**config.mk**
```make
export PLATFORM = sky130hd
export DESIGN_NAME = tod_counter
export DESIGN_NICKNAME = d
export VERILOG_FILES = /design/src/rtl/tod_pkg.sv /design/src/rtl/tod_host_port.sv /design/src/rtl/tod_field.sv /design/src/rtl/tod_hour_step.sv /design/src/rtl/tod_counter.sv
export SDC_FILE = /design/constraint.sdc
export NUM_CORES = 1
export LEC_CHECK = 0
export BUFFER_PORTS_ARGS = -buffer_cell sky130_fd_sc_hd__buf_2
export CORE_ASPECT_RATIO = 0.9
export CORE_MARGIN = 5
export CORE_UTILIZATION = 55
export CTS_BUF_LIST = sky130_fd_sc_hd__clkbuf_8
export DETAILED_ROUTE_END_ITERATION = 10
export PLACE_DENSITY_LB_ADDON = 0.1
export SKIP_CTS_REPAIR_TIMING = 1
export SYNTH_ARGS = -nofsm -noshare
export SYNTH_HDL_FRONTEND = slang
export SYNTH_SLANG_ARGS = --single-unit
export TNS_END_PERCENT = 100
```
**constraint.sdc**
```tcl
create_clock -name clk -period 5.4 [get_ports clk]
set_input_delay 1.62 -clock clk [delete_from_list [all_inputs] [get_ports clk]]
set_output_delay 1.62 -clock clk [all_outputs]
set_load 0.01 [all_outputs]
```
**src/rtl/tod_pkg.sv**
```systemverilog
package tod_pkg;
  localparam int unsigned NF        = 7;
  localparam int unsigned F_HOUR    = 2;
  localparam int unsigned IDX_CTLA  = 7;
  localparam int unsigned IDX_CTLB  = 8;
  localparam int unsigned B_SET     = 7;
  localparam int unsigned B_BIN     = 2;
  localparam int unsigned B_H24     = 1;
  localparam logic [2:0]  DIV_RUN   = 3'b010;
  localparam logic [7:0]  CTLA_RST  = 8'h26;
  localparam logic [7:0]  CTLB_RST  = 8'h02;

  function automatic logic [6:0] dec_val(input logic [7:0] v, input logic bin);
    if (bin) return v[6:0];
    return 7'(int'(v[7:4]) * 10 + int'(v[3:0]));
  endfunction

  function automatic logic [7:0] enc_val(input logic [6:0] n, input logic bin);
    if (bin) return {1'b0, n};
    return {4'(n / 7'd10), 4'(n % 7'd10)};
  endfunction

  function automatic int unsigned field_lo(input int unsigned g);
    return (g == 3 || g == 4) ? 1 : 0;
  endfunction

  function automatic int unsigned field_hi(input int unsigned g, input int unsigned day_last);
    case (g)
      0, 1:    return 59;
      3:       return day_last;
      4:       return 12;
      default: return 99;
    endcase
  endfunction

  function automatic logic [7:0] field_rst(input int unsigned g);
    case (g)
      3, 4:    return 8'h01;
      6:       return 8'h20;
      default: return 8'h00;
    endcase
  endfunction
endpackage

```
**src/rtl/tod_host_port.sv**
```systemverilog
module tod_host_port #(
  parameter int unsigned IDX_W = 4
) (
  input  logic             clk,
  input  logic             rst_n,
  input  logic             we_i,
  input  logic             addr_i,
  input  logic [7:0]       wdata_i,
  output logic [IDX_W-1:0] idx_o,
  output logic             data_we_o
);
  logic [IDX_W-1:0] idx_d;
  logic             idx_en;

  assign idx_en    = we_i & ~addr_i;
  assign data_we_o = we_i & addr_i;

  always_comb begin
    idx_d = idx_o;
    if (idx_en) idx_d = wdata_i[IDX_W-1:0];
  end

  always_ff @(posedge clk or negedge rst_n) begin
    if (!rst_n) idx_o <= '0;
    else        idx_o <= idx_d;
  end
endmodule

```
**src/rtl/tod_field.sv**
```systemverilog
module tod_field import tod_pkg::*; #(
  parameter int unsigned LO = 0,
  parameter int unsigned HI = 59
) (
  input  logic [7:0] cur_i,
  input  logic       bin_i,
  input  logic       inc_i,
  output logic [7:0] nxt_o,
  output logic       carry_o
);
  logic [6:0] v;

  always_comb begin
    v       = dec_val(cur_i, bin_i);
    carry_o = inc_i && (v >= 7'(HI));
    nxt_o   = cur_i;
    if (inc_i) nxt_o = carry_o ? enc_val(7'(LO), bin_i) : enc_val(v + 7'd1, bin_i);
  end
endmodule

```
**src/rtl/tod_hour_step.sv**
```systemverilog
module tod_hour_step import tod_pkg::*; (
  input  logic [7:0] cur_i,
  input  logic       bin_i,
  input  logic       h24_i,
  input  logic       inc_i,
  output logic [7:0] nxt_o,
  output logic       carry_o
);
  logic [6:0] v24;
  logic [6:0] h12;
  logic       pm;
  logic [7:0] e12;
  logic [7:0] e1;
  logic [7:0] eup;

  always_comb begin
    v24     = dec_val(cur_i, bin_i);
    h12     = dec_val({1'b0, cur_i[6:0]}, bin_i);
    pm      = cur_i[7];
    e12     = enc_val(7'd12, bin_i);
    e1      = enc_val(7'd1, bin_i);
    eup     = enc_val(h12 + 7'd1, bin_i);
    nxt_o   = cur_i;
    carry_o = 1'b0;
    if (inc_i) begin
      if (h24_i) begin
        carry_o = (v24 >= 7'd23);
        nxt_o   = carry_o ? enc_val(7'd0, bin_i) : enc_val(v24 + 7'd1, bin_i);
      end else if (h12 == 7'd11) begin
        carry_o = pm;
        nxt_o   = {~pm, e12[6:0]};
      end else if (h12 >= 7'd12 || h12 == 7'd0) begin
        nxt_o   = {pm, e1[6:0]};
      end else begin
        nxt_o   = {pm, eup[6:0]};
      end
    end
  end
endmodule

```
**src/rtl/tod_counter.sv**
```systemverilog
module tod_counter import tod_pkg::*; #(
  parameter int unsigned DAY_LAST = 31,
  parameter int unsigned IDX_W    = 4
) (
  input  logic       clk,
  input  logic       rst_n,
  input  logic       tick_i,
  input  logic       bus_we_i,
  input  logic       bus_addr_i,
  input  logic [7:0] bus_wdata_i,
  output logic [7:0] bus_rdata_o
);
  localparam int unsigned SEL_W = $clog2(NF);

  logic [1:0]       rst_pipe;
  logic             rst_s;
  logic [IDX_W-1:0] idx_q;
  logic             data_we;
  logic [7:0]       time_q  [NF];
  logic [7:0]       time_d  [NF];
  logic [7:0]       time_nx [NF];
  logic [7:0]       ctla_q, ctla_d, ctlb_q, ctlb_d;
  logic [NF:0]      inc;
  logic             run;
  logic             cen_wrap;

  // reset asserted asynchronously, released after two clock edges
  always_ff @(posedge clk or negedge rst_n) begin
    if (!rst_n) rst_pipe <= 2'b00;
    else        rst_pipe <= {rst_pipe[0], 1'b1};
  end
  assign rst_s = rst_pipe[1];

  tod_host_port #(.IDX_W(IDX_W)) u_port (
    .clk(clk), .rst_n(rst_s), .we_i(bus_we_i), .addr_i(bus_addr_i),
    .wdata_i(bus_wdata_i), .idx_o(idx_q), .data_we_o(data_we)
  );

  assign run      = (ctla_q[6:4] == DIV_RUN) && !ctlb_q[B_SET];
  assign inc[0]   = tick_i & run & ~data_we;
  assign cen_wrap = inc[NF];

  for (genvar g = 0; g < NF; g++) begin : g_fld
    if (g == F_HOUR) begin : g_hr
      tod_hour_step u_hr (
        .cur_i(time_q[g]), .bin_i(ctlb_q[B_BIN]), .h24_i(ctlb_q[B_H24]),
        .inc_i(inc[g]), .nxt_o(time_nx[g]), .carry_o(inc[g+1])
      );
    end else begin : g_gen
      tod_field #(.LO(field_lo(g)), .HI(field_hi(g, DAY_LAST))) u_f (
        .cur_i(time_q[g]), .bin_i(ctlb_q[B_BIN]), .inc_i(inc[g]),
        .nxt_o(time_nx[g]), .carry_o(inc[g+1])
      );
    end
  end

  always_comb begin
    for (int g = 0; g < NF; g++) time_d[g] = time_nx[g];
    ctla_d = ctla_q;
    ctlb_d = ctlb_q;
    if (data_we) begin
      if (idx_q < IDX_W'(NF))              time_d[idx_q[SEL_W-1:0]] = bus_wdata_i;
      else if (idx_q == IDX_W'(IDX_CTLA))  ctla_d = bus_wdata_i;
      else if (idx_q == IDX_W'(IDX_CTLB))  ctlb_d = bus_wdata_i;
    end
  end

  always_ff @(posedge clk or negedge rst_s) begin
    if (!rst_s) begin
      for (int g = 0; g < NF; g++) time_q[g] <= field_rst(g);
      ctla_q <= CTLA_RST;
      ctlb_q <= CTLB_RST;
    end else begin
      for (int g = 0; g < NF; g++) time_q[g] <= time_d[g];
      ctla_q <= ctla_d;
      ctlb_q <= ctlb_d;
    end
  end

  always_comb begin
    bus_rdata_o = 8'h00;
    if (idx_q < IDX_W'(NF))             bus_rdata_o = time_q[idx_q[SEL_W-1:0]];
    else if (idx_q == IDX_W'(IDX_CTLA)) bus_rdata_o = ctla_q;
    else if (idx_q == IDX_W'(IDX_CTLB)) bus_rdata_o = ctlb_q;
  end
endmodule

```
==> impl_results.md <==
- FMAX: ~0.20 GHz
- Final Cell Area: 0.0127 sq mm
- Area Growth Syn to Fin: 4.82%
- Worst Slack Setup Final: roughly 320 ps
- Slew @ Worst Pin: ~1100 ps
- GPL Wtd Cong: 0.939
- Pre-antenna DRT Iters: 5
- Worst-skew pair later-pin latency: 370 ps
- Reg clk slew, reported paths: about 80 ps
- Most frequent cell after synthesis: nand2_1
- R2R Path Start: time_q[36]$_DFF_PN0_
- Setup TNS: 0 ps
- Min-Delay Startpoint: rst_pipe[0]$_DFF_PN0_
- CP peak stage delay: 460 ps
- Biggest area consumer among synthesized cells: dfrtp_1
- Synth Cell Area: 0.0121 sq mm
- Initial antenna violation count: 0
- Layout Cells excl Fill: between 1500 and 2000
- Main synth FF type: dfrtp_1
- Die Area: roughly 0.025 sq mm
- Synth warn: 0
- Post-synth EDFFs: 0
- Site row count: 51
- Worst r2r path cells: 20
- Crit. End Element: flop
- CP arrival: approximately 5300 ps
- Antenna-violating nets left: 0
- Most area-consuming cells after synthesis: dfrtp_1 15%, ha_1 7.9%, a21oi_1 4.4%
- Gr usage total: 28.3%
- Layout cells sized above 1: between 10% and 20%
- Drt via density: 6.72
- Worst Hold Endpoint: rst_pipe[1]$_DFF_PN0_
- Asr flop ratio synth: 100%
- Area of the core: approximately 0.022 sq mm
- Syn Inst Count: 1545
- Cells along the critical path: ha_1, ha_1, a21oi_2, nand4_1, a311oi_2, a21oi_1, o21bai_1, o211ai_1, mux2i_2, a21oi_1, a31oi_1, inv_1, ha_1, inv_1, o21ai_0, o32ai_1, nor3_2, o21a_1, nor4bb_1, or3_1
- CTS Buf Count: 9
- GRT overflow: 0
- CTS tree: yes
- DP Cell Count: 1811
- Fin. max-slew vios: 0
- Tcrit/Tclk final: 94.0%
- RSZ-0062 raised after global routing: true
- Post-DP HPWL: 27.0 mm
- Wire per inst: 19.8 microns
- Rel. slew slack: 29.7%
- Hold depth: 0
- Largest net degree at the start of global routing: 77
- Share of the synthesized area in the top cell type: between 10% and 20%
- Area of the multi-input gates: 0.00958 sq mm
- I/O pin count: 21
- FF+latch count, synth: 78
- H-tree Lvls: 3
- Max Clock Skew: 12.2 ps
- Setup crit start kind: flop
- Crit Reg-Reg Endpoint: time_q[33]$_DFF_PN0_
- Unique masters post-synth: about 110
- DRC: 0
- Port Buffers: 20
- Worst Path Max Fanout: 8
- CP most frequent cell: ha_1
- Die X: 166 microns
- Maximum clock path buffer count: 2
- Sequential cell area fraction in the yosys report: between 10% and 20%
- Sequential cell area: 0.00197 sq mm
- Layout Nets: 1634
- Vias in the first global route: 11300
- First-pass GRT wire length: 59.5 mm
- Setup WS pre-CTS: 142 ps
- Tmin final: 5080 ps
- Drt total wl: 36.1 mm
- Commonest cells in the netlist: 141 x nand2_1, 107 x nor2_1, 106 x a21oi_1
- Worst hold path class: reg2reg
- Number of fill cells in the layout: 2011
- Status: finished clean
- Root Driver: clkbuf_8
- Final setup viols: 0
- Initial Utilization: 55.9%
- Vias: 12300
- Mapped Nets: 1648
- Post-Place Cell Area: 0.0124 sq mm
- Die height: between 150 and 200 microns
- CTS Sinks: 78
- Crit path kind: reg2reg
- Critical Path RT: 5650 ps
- Mapped Avg Cell Area: between 7 and 8 sq um
- Final Hold Vio Count: 0
- Reg2Reg Setup Slack: 320 ps
- Number of max-cap violations: 0
- Initial DRC count: 1130
- Critical path's slowest cell: a311oi_2
## routing by layer
layer  GRT usage, %  wire [microns]  vias up  part of all wire [%]
met3           3.70            2310       44                   6.4
met2           44.8           16100      441                    44
li1               -               -     5876                     -
met4           5.77             535        0                   1.5
met5              0               0        -                     0
met1           41.9           17200     5926                    48
## sequential cells by signal, indices dropped and copies added, names as in the netlist
signal        cells
time_q           56
u_port.idx_o      4
ctlb_q            8
rst_pipe          2
ctla_q            8
## worst max-delay path: cells and delay by family, from the launching register on
kind	cells	cell delay, ps
AOI/OAI and AO/OA	10	2350
muxes	1	340
and+or+nand+nor	4	800
DFF	1	410
buffers and inverters	2	160
adders and majority gates	3	900
## metrics by stage
stage | util, % | hold WS [ps]
floorplan | - | 331
global placement | 57.4 | 335
detailed placement | 57.4 | 336
CTS | 58.3 | 355
global route | 58.6 | 367
finish | 58.6 | 352
## how the worst max path moves through the flow
stage | start | to | slack, ps
after floorplan | ctlb_q[2]$_DFFE_PN0P_ | time_q[26]$_DFF_PN0_ | 30
after global placement | time_q[45]$_DFF_PN0_ | time_q[41]$_DFF_PN0_ | 400
after detailed placement | time_q[45]$_DFF_PN0_ | time_q[41]$_DFF_PN0_ | 140
after CTS | time_q[45]$_DFF_PN0_ | time_q[41]$_DFF_PN0_ | 140
after global routing | time_q[45]$_DFF_PN0_ | time_q[41]$_DFF_PN0_ | -40
final | time_q[36]$_DFF_PN0_ | time_q[33]$_DFF_PN0_ | 320
## kinds of logic (layout without fill, tap and decap cells)
logic type,after synthesis,after routing,synth area share [%]
fa+ha+maj,93,93,10.4
flops,78,78,16.2
xor+xnor,75,75,5.43
buf+inv,127,118,4.93
other cells,1,2,0.0310
simple gates,549,549,23.1
mux,82,82,8.17
compound gates,540,540,31.7
## final cells by class
class / count / area share, %
tap: 291 / 2.87
multi-input combinational: 1340 / 75.6
timing repair buffer: 60 / 3.16
sequential: 78 / 15.5
clock inverter: 7 / 0.573
antenna: 1 / 0.0198
clock buffer: 9 / 0.978
inverter: 42 / 1.24
## cells in the final DEF (no fill, tap or decap), drive strengths merged, types with 18 or more instances in the layout
| cell type | instances |
|---|---|
| and2 | 18 |
| xor2 | 23 |
| a21oi | 111 |
| ha | 76 |
| buf | 60 |
| nor3 | 52 |
| nor2 | 110 |
| a31oi | 31 |
| nand2b | 27 |
| nand4 | 19 |
| inv | 45 |
| mux2i | 39 |
| o22ai | 20 |
| a211oi | 22 |
| dfrtp | 71 |
| nand3 | 68 |
| xnor2 | 52 |
| nand2 | 143 |
| mux2 | 34 |
| a21o | 20 |
| and3 | 22 |
| o21ai | 115 |
| nor2b | 19 |
| o211ai | 28 |
| o31ai | 18 |
Power is not shown: default switching activity piles up to over one toggle a cycle in this logic, so the estimate is an artifact.
